$ cat config.mk
export PLATFORM = sky130hd
export DESIGN_NAME = rtc_alarm_match
export DESIGN_NICKNAME = d
export VERILOG_FILES = /design/src/rtl/rtc_alm_pkg.sv /design/src/rtl/rtc_alm_field.sv /design/src/rtl/rtc_alm_flag.sv /design/src/rtl/rtc_alarm_match.sv
export SDC_FILE = /design/constraint.sdc
export NUM_CORES = 1
export LEC_CHECK = 0
export ABC_CLOCK_PERIOD_IN_PS = 800
export BUFFER_PORTS_ARGS = -buffer_cell sky130_fd_sc_hd__buf_2
export CAP_MARGIN = 20
export CORE_AREA = 2 2 39 41
export CTS_CLUSTER_SIZE = 25
export DETAILED_ROUTE_END_ITERATION = 12
export DIE_AREA = 0 0 41 43
export PLACE_DENSITY = 0.74
export SYNTH_ARGS = -nofsm -noshare
export SYNTH_HDL_FRONTEND = slang
export SYNTH_HIERARCHICAL = 1
export SYNTH_SLANG_ARGS = --single-unit
$ cat constraint.sdc
create_clock -name clk -period 0.8 [get_ports clk]
set_input_delay 0.08 -clock clk [delete_from_list [all_inputs] [get_ports clk]]
set_output_delay 0.08 -clock clk [all_outputs]
set_load 0.03 [all_outputs]
$ cat src/rtl/rtc_alm_pkg.sv
// Package: rtc_alm_pkg
// Shared constants and the field index type for the alarm comparator.
// Assumes byte-wide time fields and a two-bit wildcard prefix.
package rtc_alm_pkg;
    localparam int unsigned BYTE_W  = 8;
    localparam int unsigned WC_W    = 2;
    localparam int unsigned NFIELD  = 3;

    typedef enum logic [1:0] {
        FLD_SEC = 2'd0,
        FLD_MIN = 2'd1,
        FLD_HR  = 2'd2
    } fld_e;
endpackage

$ cat src/rtl/rtc_alm_field.sv
// Module: rtc_alm_field
// Compares one time byte with its alarm byte. An alarm byte whose top
// WC_W bits are all ones is a wildcard and always hits. The comparison
// is raw, so binary and BCD data, and the 12-hour PM bit, need no
// special handling. Purely combinational.
module rtc_alm_field #(
    parameter int unsigned W    = 8,
    parameter int unsigned WC_W = 2
) (
    input  logic [W-1:0] tm_byte,
    input  logic [W-1:0] al_byte,
    output logic         hit
);
    logic wild;

    // Detect a wildcard code and form the per-field hit.
    always_comb begin
        wild = &al_byte[W-1 -: WC_W];
        hit  = wild || (tm_byte == al_byte);
    end
endmodule

$ cat src/rtl/rtc_alm_flag.sv
// Module: rtc_alm_flag
// Sticky alarm flag. A set request wins over a clear request in the
// same cycle. The interrupt request is the flag gated by the enable.
// Assumes a synchronous active-low reset.
module rtc_alm_flag (
    input  logic clk,
    input  logic rst_n,
    input  logic set_req,
    input  logic clr_req,
    input  logic en,
    output logic flag,
    output logic irq
);
    // Hold, set or clear the sticky status bit.
    always_ff @(posedge clk) begin
        if (!rst_n) begin
            flag <= 1'b0;
        end else if (set_req) begin
            flag <= 1'b1;
        end else if (clr_req) begin
            flag <= 1'b0;
        end
    end

    // Gate the status into an interrupt request.
    always_comb begin
        irq = flag && en;
    end
endmodule

$ cat src/rtl/rtc_alarm_match.sv
// Module: rtc_alarm_match
// Alarm comparator for a real-time clock. On each update strobe, the new
// seconds, minutes and hours bytes are checked against three alarm
// bytes. Each alarm byte can be a wildcard. A full match with the enable
// high sets a sticky flag, which the host clears by a read strobe.
// Assumes the time bytes are valid in the cycle the strobe is high.
module rtc_alarm_match
    import rtc_alm_pkg::*;
#(
    parameter int unsigned W  = BYTE_W,
    parameter int unsigned WC = WC_W
) (
    input  logic         clk,
    input  logic         rst_n,
    input  logic         upd_stb,
    input  logic         alarm_en,
    input  logic         flag_rd,
    input  logic [W-1:0] tm_sec,
    input  logic [W-1:0] tm_min,
    input  logic [W-1:0] tm_hr,
    input  logic [W-1:0] al_sec,
    input  logic [W-1:0] al_min,
    input  logic [W-1:0] al_hr,
    output logic         alarm_flag,
    output logic         alarm_irq
);
    localparam int unsigned NF = NFIELD;

    logic [NF-1:0][W-1:0] tm_v;
    logic [NF-1:0][W-1:0] al_v;
    logic [NF-1:0]        fld_hit;
    logic                 all_hit;
    logic                 set_req;

    // Gather the fields into indexed vectors.
    always_comb begin
        tm_v[FLD_SEC] = tm_sec;
        tm_v[FLD_MIN] = tm_min;
        tm_v[FLD_HR]  = tm_hr;
        al_v[FLD_SEC] = al_sec;
        al_v[FLD_MIN] = al_min;
        al_v[FLD_HR]  = al_hr;
    end

    for (genvar g = 0; g < NF; g++) begin : g_fld
        rtc_alm_field #(.W(W), .WC_W(WC)) u_fld (
            .tm_byte (tm_v[g]),
            .al_byte (al_v[g]),
            .hit     (fld_hit[g])
        );
    end

    // Combine the field hits with the strobe and the enable.
    always_comb begin
        all_hit = &fld_hit;
        set_req = upd_stb && alarm_en && all_hit;
    end

    rtc_alm_flag u_flag (
        .clk     (clk),
        .rst_n   (rst_n),
        .set_req (set_req),
        .clr_req (flag_rd),
        .en      (alarm_en),
        .flag    (alarm_flag),
        .irq     (alarm_irq)
    );
endmodule

==> metrics list, run 1 <==
- GR Util All Layers: 0.112
* Power dissipated by switching net loads: about 0.00013 W
- The checks that failed: setup timing.
- Total number of placement rows: 14
- Largest net degree at the start of global routing: 4
* Detailed Routing Iterations Pass 1: 1
- After the last flow step, the layout net total stands at 155.
* Total via count in the routed design: approximately 520
* Netlist area before placement: roughly 340 um2
* Worst-margin pin slew: 0.148 ns
- The number of hold buffers added after CTS was 0.
- CP Data Required Time: roughly 0.74 ns
* Max transition margin: 0.901
- STA classifies the critical path startpoint as a primary input.
* IO Count: 55
- Largest reg by FF count: u_flag/flag
* Starting utilization of the core area: 0.242
- Once layout is complete, the utilization of the core stands at 0.577.
- The later pin in the worst-skew pair is clocked with a latency of 0 ns.
- Category of the critical setup timing path: primary input to register
* Relative contribution of combinational cells to total power: 0.882
* Largest registers in the final layout: u_flag/flag (1)
* Clock Pin Slew Worst Setup and Hold Paths: 0 ns
- Data arrives at the worst endpoint at about 0.91 ns.
- Status: finished with violations
- For the worst flop-to-flop path, the logic depth is 2.
- Of the total power, the share spent switching nets is 0.298.
- Number of pins with negative max-slew slack in the final report: 0
- The share of total power dissipated in the clock network is 0.
- Max-cap viol count: 0
- Overall power consumption: ~0.00043 W
* Leakage power: roughly 0.4 nW
- Synthesized netlist cell count: 43
* Ordered list of cells on the worst path: buf_6 -> xnor2_2 -> nand4_1 -> o21ai_1 -> nand3_1 -> nor2_1 -> o21a_1
- After detailed routing, the number of remaining DRC violations is 0.
* Detail-routed via count per cell: around 4.4
- Number of global-route vias before repair: about 480
- Routed len/inst: a little over 10 um
* Core Area: roughly 1400 um2
- Share of cells above drive strength 1: 0.720
- The first global-routing pass estimated 1.46 mm of wire.
- Input and output buffers added on the ports amount to 54.
- The detail route stage leaves a number of antenna-violating nets equal to 0.
* Final std cell area, no fill: ~800 um2
- Post-detailed-routing wire length: roughly 1.2 mm
- Critical Path Sink Type: register
* Layout overhead on the synthesized area: 138%
* Initial detailed-routing violation count: 0
* Worst-case setup margin in the final layout: -0.179 ns
- The largest individual stage delay along the critical path comes from the cell o21ai_1.
- Fill cells in the final layout number 128.
* RSZ-0062 raised after global routing: true
* Fraction of the yosys area taken by sequential cells: 0.0597
- Area after DPL: about 650 um2
- Initial antenna violation count: 0
- The congestion estimate from routability-driven global placement came to between 0.6 and 0.7.
- When the netlist entered floorplanning its net count stood at 96.
- The die covers 1760 um2.
* Cell-internal power: ~0.00030 W
- Setup violations remaining at the end of the flow were counted as 1.
* Distinct cell type count after synthesis: 10
- On the worst path, the slowest cell contributes a delay of around 0.18 ns.
- Along the worst path, the maximum fanout reaches 1.
- Ratio of final minimum period to clock period: 1.22
- 0 antenna diodes ended up in the layout.
- Number of hold violations in the final report: 0
- Derived from the worst setup path, the maximum achievable clock frequency is a little over 1 GHz.
- In this run, synthesis produced a sequential element count of 1.
* Global-route congestion overflow total: 0
- Sequential share of power: 0.118
- Along the worst hold path, the cell count comes to 2.
* Max reg flops: 1
- Synthesized area per cell: just under 8 um2
- Hold WC Path Type: primary input to register
- During synthesis, Yosys emitted a total of 6 warnings.
- Pwr/cell area: roughly 540 nW/um2
- Minimum clock period after layout: roughly 1 ns
- The die is 41 um wide.
- Die Ht: about 43 um
- Clock Skews: 0 ns
- Across the VDD grid, the largest voltage drop is approximately 0.22 mV.
## per-stage QoR
step,hold WS [ns],cells,setup WS [ns],setup TNS (ns)
finish,0.289,116,-0.179,-0.179
global route,0.301,116,-0.250,-0.250
CTS,0.294,116,-0.151,-0.151
detailed placement,0.294,116,-0.183,-0.183
global placement,0.283,116,-0.141,-0.141
floorplan,0.197,43,0.0436,0
## layout make-up
class	count	area, um2	area share
timing repair buffer	57	352	0.440
tap	16	20.0	0.0251
multi-input combinational	42	405	0.508
sequential	1	21.3	0.0266
## synth_stat cells (all sizes together)
library cell | number | area share
nand3 | 1 | 0.015
o21a | 1 | 0.022
nor2 | 1 | 0.011
xnor2 | 24 | 0.63
nand4 | 6 | 0.11
nor2b | 1 | 0.041
dfxtp | 1 | 0.060
and2 | 1 | 0.022
o21ai | 3 | 0.045
nand2 | 4 | 0.045
## critical path: cells and delay by family
family,cells,cell delay (ns)
xor+xnor,1,0.13
compound gates,2,0.29
buf+inv,1,0.10
simple gates,3,0.32
## per-layer routing
| metal | GRT usage | share of wire | vias up |
|---|---|---|---|
| met3 | 0 | 0.12 | 0 |
| li1 | - | - | 261 |
| met5 | 0 | 0 | - |
| met2 | 0.294 | 0.62 | 29 |
| met1 | 0.0577 | 0.26 | 226 |
| met4 | 0 | 0 | 0 |
## cell families (layout without fill, tap and decap cells)
group,Yosys count,count (layout),synth area share
xor gates and xnor gates,24,24,0.627
and+or+nand+nor,14,14,0.246
AOI/OAI and AO/OA,4,4,0.0672
DFF,1,1,0.0597
buffers and inverters,0,57,0
## cell usage in the layout (no fill, tap or decap), drive strengths merged
cell type	count
nor2	1
o21a	1
nor2b	1
o21ai	3
nand3	1
dfxtp	1
nand4	6
and2	1
buf	57
xnor2	24
nand2	4
## power by group through the flow
stage / combinational [W] / clock, W / sequential, W
after detailed placement: 0.000295 / 0 / 0.0000511
after global placement: 0.000286 / 0 / 0.0000511
after CTS: 0.000347 / 0 / 0.0000511
final: 0.000383 / 0 / 0.0000511
after global routing: 0.000413 / 0 / 0.0000511
after floorplan: 0.000124 / 0 / 0.0000514
## worst paths after layout
path | slack, ns | endpoint | from
setup / recovery | -0.18 | u_flag/flag$_SDFFE_PN0P_ | tm_hr[4]
hold / removal | 0.29 | u_flag/flag$_SDFFE_PN0P_ | rst_n
setup reg to reg | 0.10 | u_flag/flag$_SDFFE_PN0P_ | u_flag/flag$_SDFFE_PN0P_
hold reg to reg | 0.57 | u_flag/flag$_SDFFE_PN0P_ | u_flag/flag$_SDFFE_PN0P_
## timing repair
item | 4_1_cts | 5_1_grt
buffers inserted | 0 | 0
pin swaps | 17 | 4
setup endpoints to repair | 1 | 1
resized for setup | 13 | 9
endpoints found under the hold margin | 0 | 0
Note: power is estimated with default switching activity, not from simulation.
==> run 2, diff against run 1 <==
ABC_CLOCK_PERIOD_IN_PS = 1000   (was 800)
MAX_ROUTING_LAYER = met4   (was unset)
clock period = 1 ns   (was 0.8 ns; I/O delays follow)
==> run 2 against run 1 <==
The run now ends clean. Sequential share of layout area fell by 0.16 points. Critical path depth did not move. Setup slack improved by 0.23 ns. Combinational power fell by 20%. Final cell count fell by 2.6%. Largest power group unchanged.
==> metrics list, run 2 (same netlist as run 1, synthesis figures left out) <==
- At the pin with the least slew margin, the transition time is 0.141 ns.
- Setup repair after global routing could not meet its margin everywhere.
* Initial detailed-routing violation count: 2
- The library cell used most frequently in the layout, excluding fill and tap cells, is buf_2.
- Core Area: around 1400 um2
- Total via count in the routed design: approximately 500
* IO Count: 55
- Total number of placement rows: 14
- Later-pin clock latency in the skew report: 0 ns
* Worst setup SP type: primary input
* Ratio of final minimum period to clock period: 0.948
- CP max-delay cell: o21ai_1
- Routability-driven placement finished with a final weighted congestion of approximately 0.64.
- The routed design has 1.15 mm of wire.
* Hold WC Path Type: primary input to register
- Fmax: ~1.1 GHz
* Worst vdd rail ir drop: 0.216 mV
* Starting utilization of the core area: 0.242
- Buffers added to address setup during post-CTS repair amount to 0.
- The cell family contributing the most delay on the critical path is simple AND/OR/NAND/NOR gates.
- Arrival time of data at the critical path endpoint: just under 0.9 ns
- The number of hold-slack violations in the final timing report came to 0.
* Pwr/cell area: 437 nW/um2
- Share of cells above drive strength 1: 0.711
- Routed len/inst: a little over 10 um
- Traced cell by cell, the critical path runs through buf_6 -> xnor2_2 -> nand4_1 -> o21ai_1 -> nand3_1 -> nor2_1 -> o21a_1.
* Layout Cells excl Fill: between 100 and 150
- The number of antenna violations at the first check in global routing is 0.
* CP Data Required Time: between 0.9 and 1 ns
- The die covers 1760 um2.
* GR Util All Layers: 0.107
* Number of global-route vias before repair: 427
- The total count of max-transition violations in the final report came to 0.
* Cell count after placement: 113
* Area after DPL: between 600 and 700 um2
- The worst setup path is captured at a register.
- The top cell types in the final layout, fill and taps aside, are buf_2 (42), xnor2_2 (13), buf_6 (12).
- Input and output buffers added on the ports amount to between 50 and 60.
- Detailed placement finished with a half-perimeter wire length of a little under 1 mm.
- Detail-routed via count per cell: approximately 4.4
* Status: finished clean
- Crit path largest cell delay: 0.15 ns
- Largest registers in the final layout: u_flag/flag (1)
- DRC errors left: 0
- Clock Skews: 0 ns
* Number of filler cells placed in the layout: around 140
- The first global-routing pass estimated roughly 1.4 mm of wire.
- Ranked by flip-flop count, first place goes to u_flag/flag.
- Count of inserted antenna diode cells: 0
- The routed design could run at a clock period as short as 0.948 ns.
* Max-cap viol count: 0
- Max transition margin: 0.905
- After routing the design area is 798 um2.
- Die width: ~41 um
* Leakage power: 0.395 nW
- Highest fanout seen on the critical path: 1
* Count of nets left with antenna violations after detail routing: 0
* Buffers and inverters on the worst path: 1
- Largest net degree at the start of global routing: 4
- The worst setup path is of the primary input to register kind.
- Detailed Routing Iterations Pass 1: 4
- The final layout contains approximately 150 nets.
- Clock Pin Slew Worst Setup and Hold Paths: 0 ns
- The die is approximately 43 um tall.
* Max reg flops: 1
- After global routing the overflow that remains totals 0.
- Final-report setup violation count: 0
- The area growth from synthesis to layout is 138%.
-- run 2: cell types whose count changed in the layout (fill, tap and decap cells not counted) --
| cell | before | now |
|---|---|---|
| buf_4 | 4 | 0 |
| buf_6 | 9 | 12 |
| dfxtp_1 | 0 | 1 |
| dfxtp_2 | 1 | 0 |
| xnor2_2 | 12 | 13 |
| buf_2 | 44 | 42 |
| xnor2_1 | 12 | 11 |
-- run 2: metal layers --
metal	vias up	routed length, um	GRT usage
met4	0	0	0
met2	27	734	0.247
met3	0	115	0
li1	254	-	-
met5	-	0	-
met1	220	299	0.0794
-- run 2: cell type report --
cell class              count  area [um2]  share of cell area
multi-input cells          42         413               0.517
repair buffers             54         345               0.433
flip-flops and latches      1        20.0              0.0251
well taps                  16        20.0              0.0251
-- run 2: where the power goes --
| group | leakage, nW | switching [W] | internal, W |
|---|---|---|---|
| Clock | 0 | 0 | 0 |
| Sequential | 0.00805 | 0.0000000656 | 0.0000408 |
| Combinational | 0.387 | 0.000103 | 0.000205 |
| Total | 0.395 | 0.000103 | 0.000246 |
-- run 2: worst paths after layout --
kind | cells past startpoint | slack, ns | end | from
worst max-delay path | 7 | 0.05 | u_flag/flag$_SDFFE_PN0P_ | tm_hr[5]
worst min-delay path | 2 | 0.31 | u_flag/flag$_SDFFE_PN0P_ | rst_n
worst max register to register | 2 | 0.30 | u_flag/flag$_SDFFE_PN0P_ | u_flag/flag$_SDFFE_PN0P_
worst min register to register | 2 | 0.60 | u_flag/flag$_SDFFE_PN0P_ | u_flag/flag$_SDFFE_PN0P_
-- run 2: repair_timing --
item                       in CTS  in global routing
cloned                          0                  0
pin swaps                       0                 22
hold buffers                    0                  0
resized for setup               1                 26
setup endpoints to repair       1                  1
-- run 2: stage by stage --
stage | utilization | TNS, ns | power (W) | hold WS, ns | worst slack, ns
after global routing | 0.577 | -0.0243 | 0.000374 | 0.327 | -0.0243
after floorplan | - | 0 | 0.000140 | 0.217 | 0.106
after detailed placement | 0.452 | -0.0101 | 0.000270 | 0.316 | -0.0101
after CTS | 0.458 | 0 | 0.000275 | 0.316 | 0.0124
after global placement | 0.452 | 0 | 0.000262 | 0.304 | 0.0230
final | 0.577 | 0 | 0.000349 | 0.312 | 0.0515
==> run 3, diff against run 2 <==
BUFFER_PORTS_ARGS = unset   (was -buffer_cell sky130_fd_sc_hd__buf_2)
DONT_BUFFER_PORTS = 1   (was unset)
PLACE_DENSITY = unset   (was 0.74)
==> run 3 against run 2 <==
Sequential power barely moved. Register-to-register slack improved by 0.02 ns. Final cell count fell by 47%. Combinational power fell by 65%. Cell area fell by 55%. Critical path depth fell by 1. Critical endpoint unchanged. Largest cell class unchanged. Clock skew did not move. Via count fell by 39%. Die area did not move.
==> metrics list, run 3 (same netlist as run 1, synthesis figures left out) <==
* Gr busiest metal: met2
- Together, buffers and inverters on the worst path number 0.
- The final layout contains slightly below 100 nets.
* Largest registers in the final layout: u_flag/flag (1)
- Worst vdd rail ir drop: about 0.20 mV
- Die width: around 41 um
- In this run the worst path has a maximum fanout of 1.
- Ordered list of cells on the worst path: xnor2_1 -> nand4_1 -> o21ai_1 -> nand2_1 -> nor2_1 -> o21a_1
- Derived from the worst setup path, the maximum achievable clock frequency is 1.19 GHz.
- The number of antenna violations at the first check in global routing is 0.
* Number of cells on the critical path: 6
- The most critical setup path has its startpoint at al_min[2].
* Die Ht: 43 um
* Number of pins with negative max-slew slack in the final report: 0
- At the later pin of the worst-skew pair, clock insertion delay measures 0 ns.
- For this design the static power due to leakage is between 0.08 and 0.09 nW.
- The die covers ~1800 um2.
- Max reg flops: 1
* Global-route track usage on met2: 0.181
- For the worst setup path, the data arrival time is around 0.78 ns.
* Count of nets left with antenna violations after detail routing: 0
- After clock tree synthesis, the clock-pin slew on the worst setup and hold paths is 0 ns.
- CP max-delay cell: o21ai_1
- Routed len/inst: about 12 um
* Clock Skews: 0 ns
- Pwr/cell area: slightly above 400 nW/um2
- Global-route congestion overflow total: 0
* Largest net degree at the start of global routing: 4
- Once the clock tree was built, the resizer swapped 0 gates to a different size.
- 55 I/O pins were placed.
- Hold repair after CTS inserted 0 buffers.
- Input and output buffers added on the ports amount to 0.
- Final-report setup violation count: 0
- Ratio of final minimum period to clock period: 0.843
- After detailed routing, the number of vias per cell comes to roughly 5.1.
- Leaving out fill and tap cells, the most frequent cell in the layout is xnor2_1.
- The startpoint identified for the worst register-to-register timing path is u_flag/flag$_SDFFE_PN0P_.
- Total negative slack: 0 ns
* Total via count in the routed design: just over 300
* CP Data Required Time: around 0.94 ns
* Number of cells traversed by the worst register-to-register path: 2
- Along the worst hold path, the cell count comes to 1.
- Most frequent cells in the layout: xnor2_1 (24), nand4_1 (6), nand2_1 (4)
- Fraction of the core area covered by cells at the end of the flow: 0.262
- Worst-case hold slack: approximately 0.22 ns
- Layout overhead on the synthesized area: 8.21%
- Ranked by flip-flop count, first place goes to u_flag/flag.
* Setup fix buffers added after clock tree synthesis: 0
* Share of cells above drive strength 1: 0.0682
* Number of global-route vias before repair: approximately 350
* Final weighted congestion in routability-driven placement: 0.758
* Global-route wire length before repair: roughly 1.1 mm
- The routed design could run at a clock period as short as approximately 0.84 ns.
- Headroom to the max-slew limit came out at 0.887.
- Gate family responsible for the most delay along the worst path: simple AND/OR/NAND/NOR gates
- Worst setup SP type: primary input
- Across the run, the number of max-cap violations was 0.
- Crit path largest cell delay: about 0.15 ns
- DRC errors left: 0
* Total number of placement rows: 14
- The critical path in this run is classified as primary input to register.
- Hold_sp: rst_n
* Post-detailed-routing wire length: slightly above 700 um
* Count of inserted antenna diode cells: 0
- The run finished with clean final reports.
- Starting utilization of the core area: 0.242
- Met3 layer usage reported by global route: 0.00524
- For this block, the initial DRC count from the detailed router was 0.
* RSZ-0062 raised after global routing: false
- Area after DPL: 363 um2
- For this run, the detailed router's first-pass iteration total came to 1.
- For this run, the total global-route usage over all layers was measured as 0.0881.
- The worst setup path is captured at a register.
- For this run, global-route usage on met1 was measured as 0.0857.
- Total power for the finished layout comes to 0.000148 W.
- After routing the design area is 363 um2.
* Number of hold violations in the final report: 0
- In this run the worst hold path is classified as primary input to register.
- Core Area: approximately 1400 um2
* Worst-margin pin slew: ~0.17 ns
==> run 3: cell count changes in the layout (fill, tap and decap cells not counted) <==
cell / change
buf_2: -42
xnor2_2: -13
buf_4: +1
xnor2_1: +13
buf_6: -12
==> run 3: final cells by class <==
| class | count | area (um2) |
|---|---|---|
| fill | 163 | 1020 |
| multi-input combinational | 42 | 315 |
| sequential | 1 | 20.0 |
| tap | 16 | 20.0 |
| timing repair buffer | 1 | 7.51 |
==> run 3: per-stage QoR <==
stage          setup WS, ns  cells
4_1_cts               0.114     60
3_3_place_gp          0.149     60
2_1_floorplan         0.106     43
5_1_grt              0.0247     60
6_report              0.157     60
3_5_place_dp          0.127     60
==> run 3: worst register-to-register path: stages, from the launching register on <==
cell and delay, ns:
dfxtp_1 0.29, nor2b_4 0.12, o21a_1 0.15
==> run 3: report_power, final <==
part / internal [W] / switching [W] / leakage (nW)
Sequential: 0.0000408 / 0.0000000666 / 0.00805
Combinational: 0.0000751 / 0.0000321 / 0.0781
Clock: 0 / 0 / 0
Total: 0.000116 / 0.0000322 / 0.0861
==> run 3: final timing paths <==
| check | to | slack, ns |
|---|---|---|
| worst max-delay path | u_flag/flag$_SDFFE_PN0P_ | 0.16 |
| worst min-delay path | u_flag/flag$_SDFFE_PN0P_ | 0.22 |
| worst max register to register | u_flag/flag$_SDFFE_PN0P_ | 0.32 |
| worst min register to register | u_flag/flag$_SDFFE_PN0P_ | 0.58 |
==> run 3: per-layer routing <==
metal | part of all wire | routed length [um]
met1 | 0.29 | 211
met2 | 0.57 | 412
met3 | 0.14 | 100
met4 | 0 | 0
met5 | 0 | 0
